`src/rtl/dbg_pkg.sv`:
```
// Shared sizes for the debug command/status shifter.
// Assumes a single TCK domain; all widths derive from these values.
package dbg_pkg;
    parameter int CMD_W    = 8;
    parameter int REG_W    = 16;
    parameter int NUM_REGS = 4;
    localparam int IDX_W   = (NUM_REGS > 1) ? $clog2(NUM_REGS) : 1;
    localparam int CODE_W  = $clog2(NUM_REGS + 1);
endpackage

```
`src/rtl/dbg_op_decode.sv`:
```
// Opcode decoder: bit CMD_W-1 is read(1)/write(0), the low CODE_W bits
// name register code-1 (codes 1..NUM_REGS), the middle bits must be zero.
// Assumes CMD_W-1 > CODE_W. Purely combinational.
module dbg_op_decode #(
    parameter int CMD_W    = 8,
    parameter int NUM_REGS = 4,
    parameter int IDX_W    = 2,
    parameter int CODE_W   = 3
) (
    input  logic [CMD_W-1:0] op,
    output logic             acc_valid,
    output logic             acc_rd,
    output logic [IDX_W-1:0] acc_idx
);
    logic [CODE_W-1:0]         code;
    logic [CMD_W-2-CODE_W:0]   mid;

    // split the opcode and judge whether it names a register
    always_comb begin
        code      = op[CODE_W-1:0];
        mid       = op[CMD_W-2:CODE_W];
        acc_rd    = op[CMD_W-1];
        acc_valid = (mid == '0) && (code != '0) && (int'(code) <= NUM_REGS);
        acc_idx   = IDX_W'(code - CODE_W'(1));
    end
endmodule

```
`src/rtl/dbg_reg_bank.sv`:
```
// Bank of NUM_REGS debug registers, written only on a we pulse,
// read combinationally by index. Synchronous active-low reset to zero.
module dbg_reg_bank #(
    parameter int REG_W    = 16,
    parameter int NUM_REGS = 4,
    parameter int IDX_W    = 2
) (
    input  logic             clk,
    input  logic             rst_n,
    input  logic             we,
    input  logic [IDX_W-1:0] widx,
    input  logic [REG_W-1:0] wdata,
    input  logic [IDX_W-1:0] ridx,
    output logic [REG_W-1:0] rdata
);
    logic [NUM_REGS-1:0][REG_W-1:0] mem;

    for (genvar g = 0; g < NUM_REGS; g++) begin : g_reg
        // one register: clear on reset, load when addressed by a write
        always_ff @(posedge clk) begin
            if (!rst_n)
                mem[g] <= '0;
            else if (we && (int'(widx) == g))
                mem[g] <= wdata;
        end
    end

    // read mux; out-of-range index reads zero
    always_comb begin
        rdata = '0;
        for (int i = 0; i < NUM_REGS; i++)
            if (int'(ridx) == i) rdata = mem[i];
    end


    write_only_on_we_chk: assert property (@(posedge clk) disable iff (!rst_n)
        !we |=> $stable(mem));
endmodule

```
`src/rtl/dbg_tdo_stage.sv`:
```
// Falling-edge output stage: presents the shifter's LSB on TDO and raises
// the drive enable only while Shift-DR is active, as boundary scan requires.
module dbg_tdo_stage (
    input  logic clk,
    input  logic rst_n,
    input  logic shift_en,
    input  logic bit_in,
    output logic tdo,
    output logic tdo_oe
);
    // retime serial output and enable onto the falling edge
    always_ff @(negedge clk) begin
        if (!rst_n) begin
            tdo    <= 1'b0;
            tdo_oe <= 1'b0;
        end else begin
            tdo    <= shift_en ? bit_in : 1'b0;
            tdo_oe <= shift_en;
        end
    end
endmodule

```
`src/rtl/dbg_cmd_shifter.sv`:
```
// Debug data-register unit behind a TAP controller. Alternates an 8-bit
// command scan (status out, opcode in) with an optional 16-bit register
// scan picked by the held opcode. Assumes the TAP strobes are one-hot,
// change just after the rising TCK edge, and rst_n mirrors Test-Logic-Reset.
module dbg_cmd_shifter
    import dbg_pkg::*;
(
    input  logic             tck,
    input  logic             rst_n,
    input  logic             capture_dr,
    input  logic             shift_dr,
    input  logic             update_dr,
    input  logic             tdi,
    input  logic [CMD_W-1:0] core_status,
    input  logic             core_stopped,
    output logic             tdo,
    output logic             tdo_oe
);
    logic [REG_W-1:0] shreg;
    logic [CMD_W-1:0] cmd_q;
    logic             long_pend;
    logic             acc_valid, acc_rd;
    logic [IDX_W-1:0] acc_idx;
    logic             sel_long;
    logic             bank_we;
    logic [REG_W-1:0] bank_rdata;

    dbg_op_decode #(.CMD_W(CMD_W), .NUM_REGS(NUM_REGS), .IDX_W(IDX_W), .CODE_W(CODE_W)) u_dec (
        .op(cmd_q), .acc_valid(acc_valid), .acc_rd(acc_rd), .acc_idx(acc_idx)
    );

    dbg_reg_bank #(.REG_W(REG_W), .NUM_REGS(NUM_REGS), .IDX_W(IDX_W)) u_bank (
        .clk(tck), .rst_n(rst_n), .we(bank_we), .widx(acc_idx),
        .wdata(shreg), .ridx(acc_idx), .rdata(bank_rdata)
    );

    dbg_tdo_stage u_out (
        .clk(tck), .rst_n(rst_n), .shift_en(shift_dr), .bit_in(shreg[0]),
        .tdo(tdo), .tdo_oe(tdo_oe)
    );

    // 16-bit path is live only when owed and the held opcode names a register
    always_comb begin
        sel_long = long_pend && acc_valid;
        bank_we  = update_dr && sel_long && !acc_rd && !core_stopped;
    end

    // capture and shift of the variable-length data register
    always_ff @(posedge tck) begin
        if (!rst_n) begin
            shreg <= '0;
        end else if (capture_dr) begin
            if (sel_long)
                shreg <= (acc_rd && !core_stopped) ? bank_rdata : '0;
            else
                shreg <= {{(REG_W-CMD_W){1'b0}}, (core_stopped ? {CMD_W{1'b0}} : core_status)};
        end else if (shift_dr) begin
            if (sel_long)
                shreg <= {tdi, shreg[REG_W-1:1]};
            else
                shreg[CMD_W-1:0] <= {tdi, shreg[CMD_W-1:1]};
        end
    end

    // opcode hold and scan-length selection at Update-DR
    always_ff @(posedge tck) begin
        if (!rst_n) begin
            cmd_q     <= '0;
            long_pend <= 1'b0;
        end else if (update_dr) begin
            if (sel_long) begin
                long_pend <= 1'b0;
            end else begin
                cmd_q     <= shreg[CMD_W-1:0];
                long_pend <= !core_stopped;
            end
        end
    end


    oe_tracks_shift_chk: assert property (@(posedge tck) disable iff (!rst_n)
        tdo_oe == shift_dr);


    tdo_quiet_chk: assert property (@(posedge tck) disable iff (!rst_n)
        !tdo_oe |-> !tdo);


    capture_loads_status_chk: assert property (@(posedge tck) disable iff (!rst_n)
        (capture_dr && !sel_long && !core_stopped) |=> shreg[CMD_W-1:0] == $past(core_status));


    zero_op_stays_chk: assert property (@(posedge tck) disable iff (!rst_n)
        (update_dr && !sel_long && shreg[CMD_W-1:0] == '0) |=> !sel_long);


    long_scan_ends_chk: assert property (@(posedge tck) disable iff (!rst_n)
        (update_dr && sel_long) |=> !sel_long);


    undef_op_idle_chk: assert property (@(posedge tck) disable iff (!rst_n)
        (update_dr && !sel_long && shreg[CMD_W-2:CODE_W] != '0) |=> !sel_long);


    stopped_no_select_chk: assert property (@(posedge tck) disable iff (!rst_n)
        (update_dr && !sel_long && core_stopped) |=> !sel_long);
endmodule

```
`config.mk`:
```
export PLATFORM = sky130hd
export DESIGN_NAME = dbg_cmd_shifter
export DESIGN_NICKNAME = d
export VERILOG_FILES = /design/src/rtl/dbg_pkg.sv /design/src/rtl/dbg_op_decode.sv /design/src/rtl/dbg_reg_bank.sv /design/src/rtl/dbg_tdo_stage.sv /design/src/rtl/dbg_cmd_shifter.sv
export SDC_FILE = /design/constraint.sdc
export NUM_CORES = 1
export LEC_CHECK = 0
export BUFFER_PORTS_ARGS = -buffer_cell sky130_fd_sc_hd__buf_2
export CAP_MARGIN = 20
export CORE_ASPECT_RATIO = 1.25
export CORE_MARGIN = 2
export CORE_UTILIZATION = 40
export DETAILED_ROUTE_END_ITERATION = 7
export RECOVER_POWER = 50
export SYNTH_ARGS = -nofsm -noshare
export SYNTH_HDL_FRONTEND = slang
export SYNTH_HIERARCHICAL = 1
export SYNTH_SLANG_ARGS = --single-unit
```
`constraint.sdc`:
```
create_clock -name tck -period 3.6 [get_ports tck]
set_input_delay 0.72 -clock tck [delete_from_list [all_inputs] [get_ports tck]]
set_output_delay 0.72 -clock tck [all_outputs]
set_load 0.02 [all_outputs]
```
-- After elaboration in Yosys (flattened, before gate mapping)
Cells that the tools add are included.
- flip-flop bits (word level): 91
- input bits: 15
- add/subtract/negate cells: 1
- magnitude comparators: 1
- equality and inequality tests: 3
- multiplexer cells: 12
- bitwise operators: 1
- reductions and logical operators: 21
- operators by type and width (cell ; number):
    $mux W16 ; 8
    $mux W8 ; 3
    $logic_and A1 B1 Y1 ; 11
    $reduce_and A2 Y1 ; 3
    $eq A2 B2 Y1 const B ; 2
    $logic_not A4 Y1 ; 1
    $reduce_bool A2 Y1 ; 2
    $le A3 B3 Y1 const B ; 1
    $reduce_bool A3 Y1 ; 1
    $eq A2 B1 Y1 const B ; 1
    $logic_not A1 Y1 ; 2
    $logic_not A2 Y1 ; 1
    $sub A2 B1 Y2 const B ; 1
    $mux W1 ; 1
    $not A1 Y1 ; 1

-- Logic depth before layout (Yosys ltp)
- depth in word-level cells: 9
- depth in mapped cells: 10
- mapped depth without buffers: 8

-- Hierarchy
Netlist, hierarchy kept.
- by module, submodules not included (module ; times used ; cells each ; area an instance (um^2) ; sequential area each (um^2)):
    dbg_reg_bank ; 1 ; 248 ; 2736.4 ; 1281.2
    dbg_cmd_shifter ; 1 ; 140 ; 1300.0 ; 500.5
    dbg_tdo_stage ; 1 ; 5 ; 56.3 ; 40.0
    dbg_op_decode ; 1 ; 8 ; 51.3 ; 0.0

==> reports/results.tsv <==
metric	value	unit
worst setup path endpoint	tdo_oe	
main combinational cell family by area after synthesis	multiplexers	
EDFF count, synth	0	
drt via density	5.330	
Die Wd	95.04	um
largest net degree at the start of global routing	61	
Critical R2R Launch	cmd_q[4]$_SDFFE_PN0P_	
CP Depth	1	
worst endpoint required time	2.88	ns
row count	41	
mapped cell area	4144	sq um
input/output buffers	16	
DIE AREA	11200	sq um
final cell count without fillers	539	
NumNets Final	421	
I/O pin count	17	
Initial DRC Count	127	
Worst Max-Slew Pin Slew	1.212	ns
gpl congestion	0.8201	
H-tree Lvls	3	
most frequent cells in the layout	97 x nand2_1, 91 x dfxtp_1, 72 x mux2i_1, 17 x a21oi_1, 16 x mux4_2	
via count	2873	
Post-synth ARST share	0	%
WL per Instance	16.58	um
Num CTS Buffers	9	
Worst R2R Path Depth	7	
Mapped Nets	417	
final setup fails	0	
clock skew	0.04836	ns
grt met1 use	21.72	%
Synth Flop Type	dfxtp_1	
most common cell after layout, fill and taps aside	nand2_1	
final antenna-violating net count	0	
vias in the first global route	2833	
adder-cell share of the synthesized area	0.3019	%
total track usage	16.85	%
critical path's slowest cell	dfxtp_1	
RSZ-0062 raised after global routing	false	
layout cells sized above 1	14.39	%
status	completed	
pwr dens	480.3	nW/um^2
CTS Sinks	91	
reg2reg setup slack	0.49	ns
DRC	0	
FILL cells	949	
crit-path max FO	1	
final hold vios	0	
critical path arrival	2.64	ns
CTS tree	done	
Slew Limit Fails	0	
LEAKAGE	0.001918	uW
path category of the worst min-delay check	flop to flop	
CP bufs+invs	1	
Critical Path Source Type	flop	
complex-gate fraction of the synthesized area	8.575	%
Root Driver	clkbuf_16	
PostCTS Resize Cnt	0	
Routed WL	8939	um
Hold-fix buffers, CTS	0	
Synth Area in Simple Gates	14.82	%
Slew HR	18.97	%
Placed Cells	522	
GR Util met2	27.17	%
Avg Synthesized Cell Area	10.33	sq um
R2R Path End	u_bank/mem[61]$_SDFFE_PN0P_	
CP endpoint kind	output pin	
grt ovf	0	
Clock transition at path regs	0.06	ns
synthesized flop and latch total	91	
worst-path cell chain	buf_2	
register area share after synthesis	43.96	%
max cap viols	0	
CTS Buffer Depth	2	
crit path launch	u_out/tdo_oe$_SDFF_NN0_	
Setup CP Type	flop to output pin	
gate count of the mapped netlist	401	
initial core utilization	41.01	%
XOR/XNOR share of the synthesized area	0.2114	%
mux share of post-synthesis cell area	26.09	%
Worst path max stage delay	0.29	ns
Post-CTS Setup Repair Bufs	0	
Core Box Area	10110	sq um
peak supply drop	195.3	uV
initial antenna violation count	0	
CP top delay family	flip-flops	
YS warnings	6	
first-pass iteration count of the detailed router	4	
Die Span Y	117.8	um
worst skew pair latency	0.39	ns
hpwl dp	5689	um
setup_tns	0	ns
Yosys cell types	40	
met3 usage	3.201	%
Diodes inserted	0	
Top Usage Layer GRT	met2	
first-pass GRT wire length	14530	um
Area Overhead vs Synth	9.209	%
logic make-up (layout without fill, tap and decap cells):
group                      count (synthesis)  after routing
xor gates and xnor gates                   1              1
AOI/OAI and AO/OA                         53             53
DFF                                       91             91
muxes                                     88             88
adders and majority gates                  1              1
and+or+nand+nor                          130            130
buffers and inverters                     37             46
registers in the layout, indices dropped and copies added, names as in the netlist:
signal	count
cmd_q	8
long_pend	1
shreg	16
u_bank/mem	64
u_out/tdo	1
u_out/tdo_oe	1
synth_stat cells (all sizes together) (2+ instances only):
master | count | share of area, %
nand2 | 98 | 9.1
dfxtp | 91 | 44
mux2i | 72 | 17
buf | 23 | 4.8
a21oi | 17 | 2.1
mux4 | 16 | 8.7
a21boi | 9 | 1.9
clkbuf | 9 | 0.82
and4 | 8 | 1.7
nand4 | 8 | 1.2
o21ai | 8 | 0.97
o21bai | 8 | 1.4
o22ai | 7 | 1.1
inv | 5 | 0.45
and2 | 2 | 0.30
and3 | 2 | 0.33
nand3 | 2 | 0.36
nor2 | 2 | 0.18
worst register-to-register path, delay by kind of cell, from the launching register on:
family / cells / cell delay (ns)
buf+inv: 1 / 0.18
flops: 1 / 0.31
mux: 1 / 0.42
simple gates: 5 / 2.11
final cells by class:
type | count | area (sq um) | share of cell area [%]
multi-input combinational | 273 | 2063 | 45.59
sequential | 91 | 1822 | 40.25
clock buffer | 12 | 256.5 | 5.668
tap | 129 | 161.4 | 3.566
timing repair buffer | 24 | 127.6 | 2.820
clock inverter | 6 | 80.08 | 1.769
inverter | 4 | 15.01 | 0.3318
worst min path at each step:
stage                                      from  slack, ns                     endpoint  cells past startpoint
floorplan                 cmd_q[5]$_SDFFE_PN0P_       0.43        cmd_q[5]$_SDFFE_PN0P_                      2
global placement          cmd_q[4]$_SDFFE_PN0P_       0.44        cmd_q[4]$_SDFFE_PN0P_                      2
detailed placement  u_bank/mem[30]$_SDFFE_PN0P_       0.44  u_bank/mem[30]$_SDFFE_PN0P_                      2
CTS                       cmd_q[0]$_SDFFE_PN0P_       0.45        cmd_q[0]$_SDFFE_PN0P_                      2
global route              cmd_q[0]$_SDFFE_PN0P_       0.47        cmd_q[0]$_SDFFE_PN0P_                      2
finish                    cmd_q[0]$_SDFFE_PN0P_       0.45        cmd_q[0]$_SDFFE_PN0P_                      2
layer usage:
metal	routed length (um)	part of all wire, %	vias to the layer above
met3	212	2.4	15
met1	4152	46	1405
li1	-	-	1420
met4	181	2.0	0
met2	4393	49	33
met5	0	0	-
stage by stage:
| step | utilization, % | worst slack, ns | hold WS, ns | cell area, sq um | power [uW] |
|---|---|---|---|---|---|
| floorplan | - | 0.6849 | 0.4295 | 4144 | 1140 |
| global placement | 41.70 | 0.5642 | 0.4368 | 4214 | 1165 |
| detailed placement | 41.70 | 0.5509 | 0.4441 | 4214 | 1167 |
| CTS | 44.99 | 0.2337 | 0.4539 | 4547 | 2192 |
| global route | 44.78 | 0.1742 | 0.4719 | 4526 | 2241 |
| finish | 44.78 | 0.2408 | 0.4516 | 4526 | 2174 |
power by group:
group,switching (uW),internal [uW]
clock,388,648
sequential,12.2,1020
combinational,68.0,38.0
No activity file was read; power rests on OpenSTA's default activity.
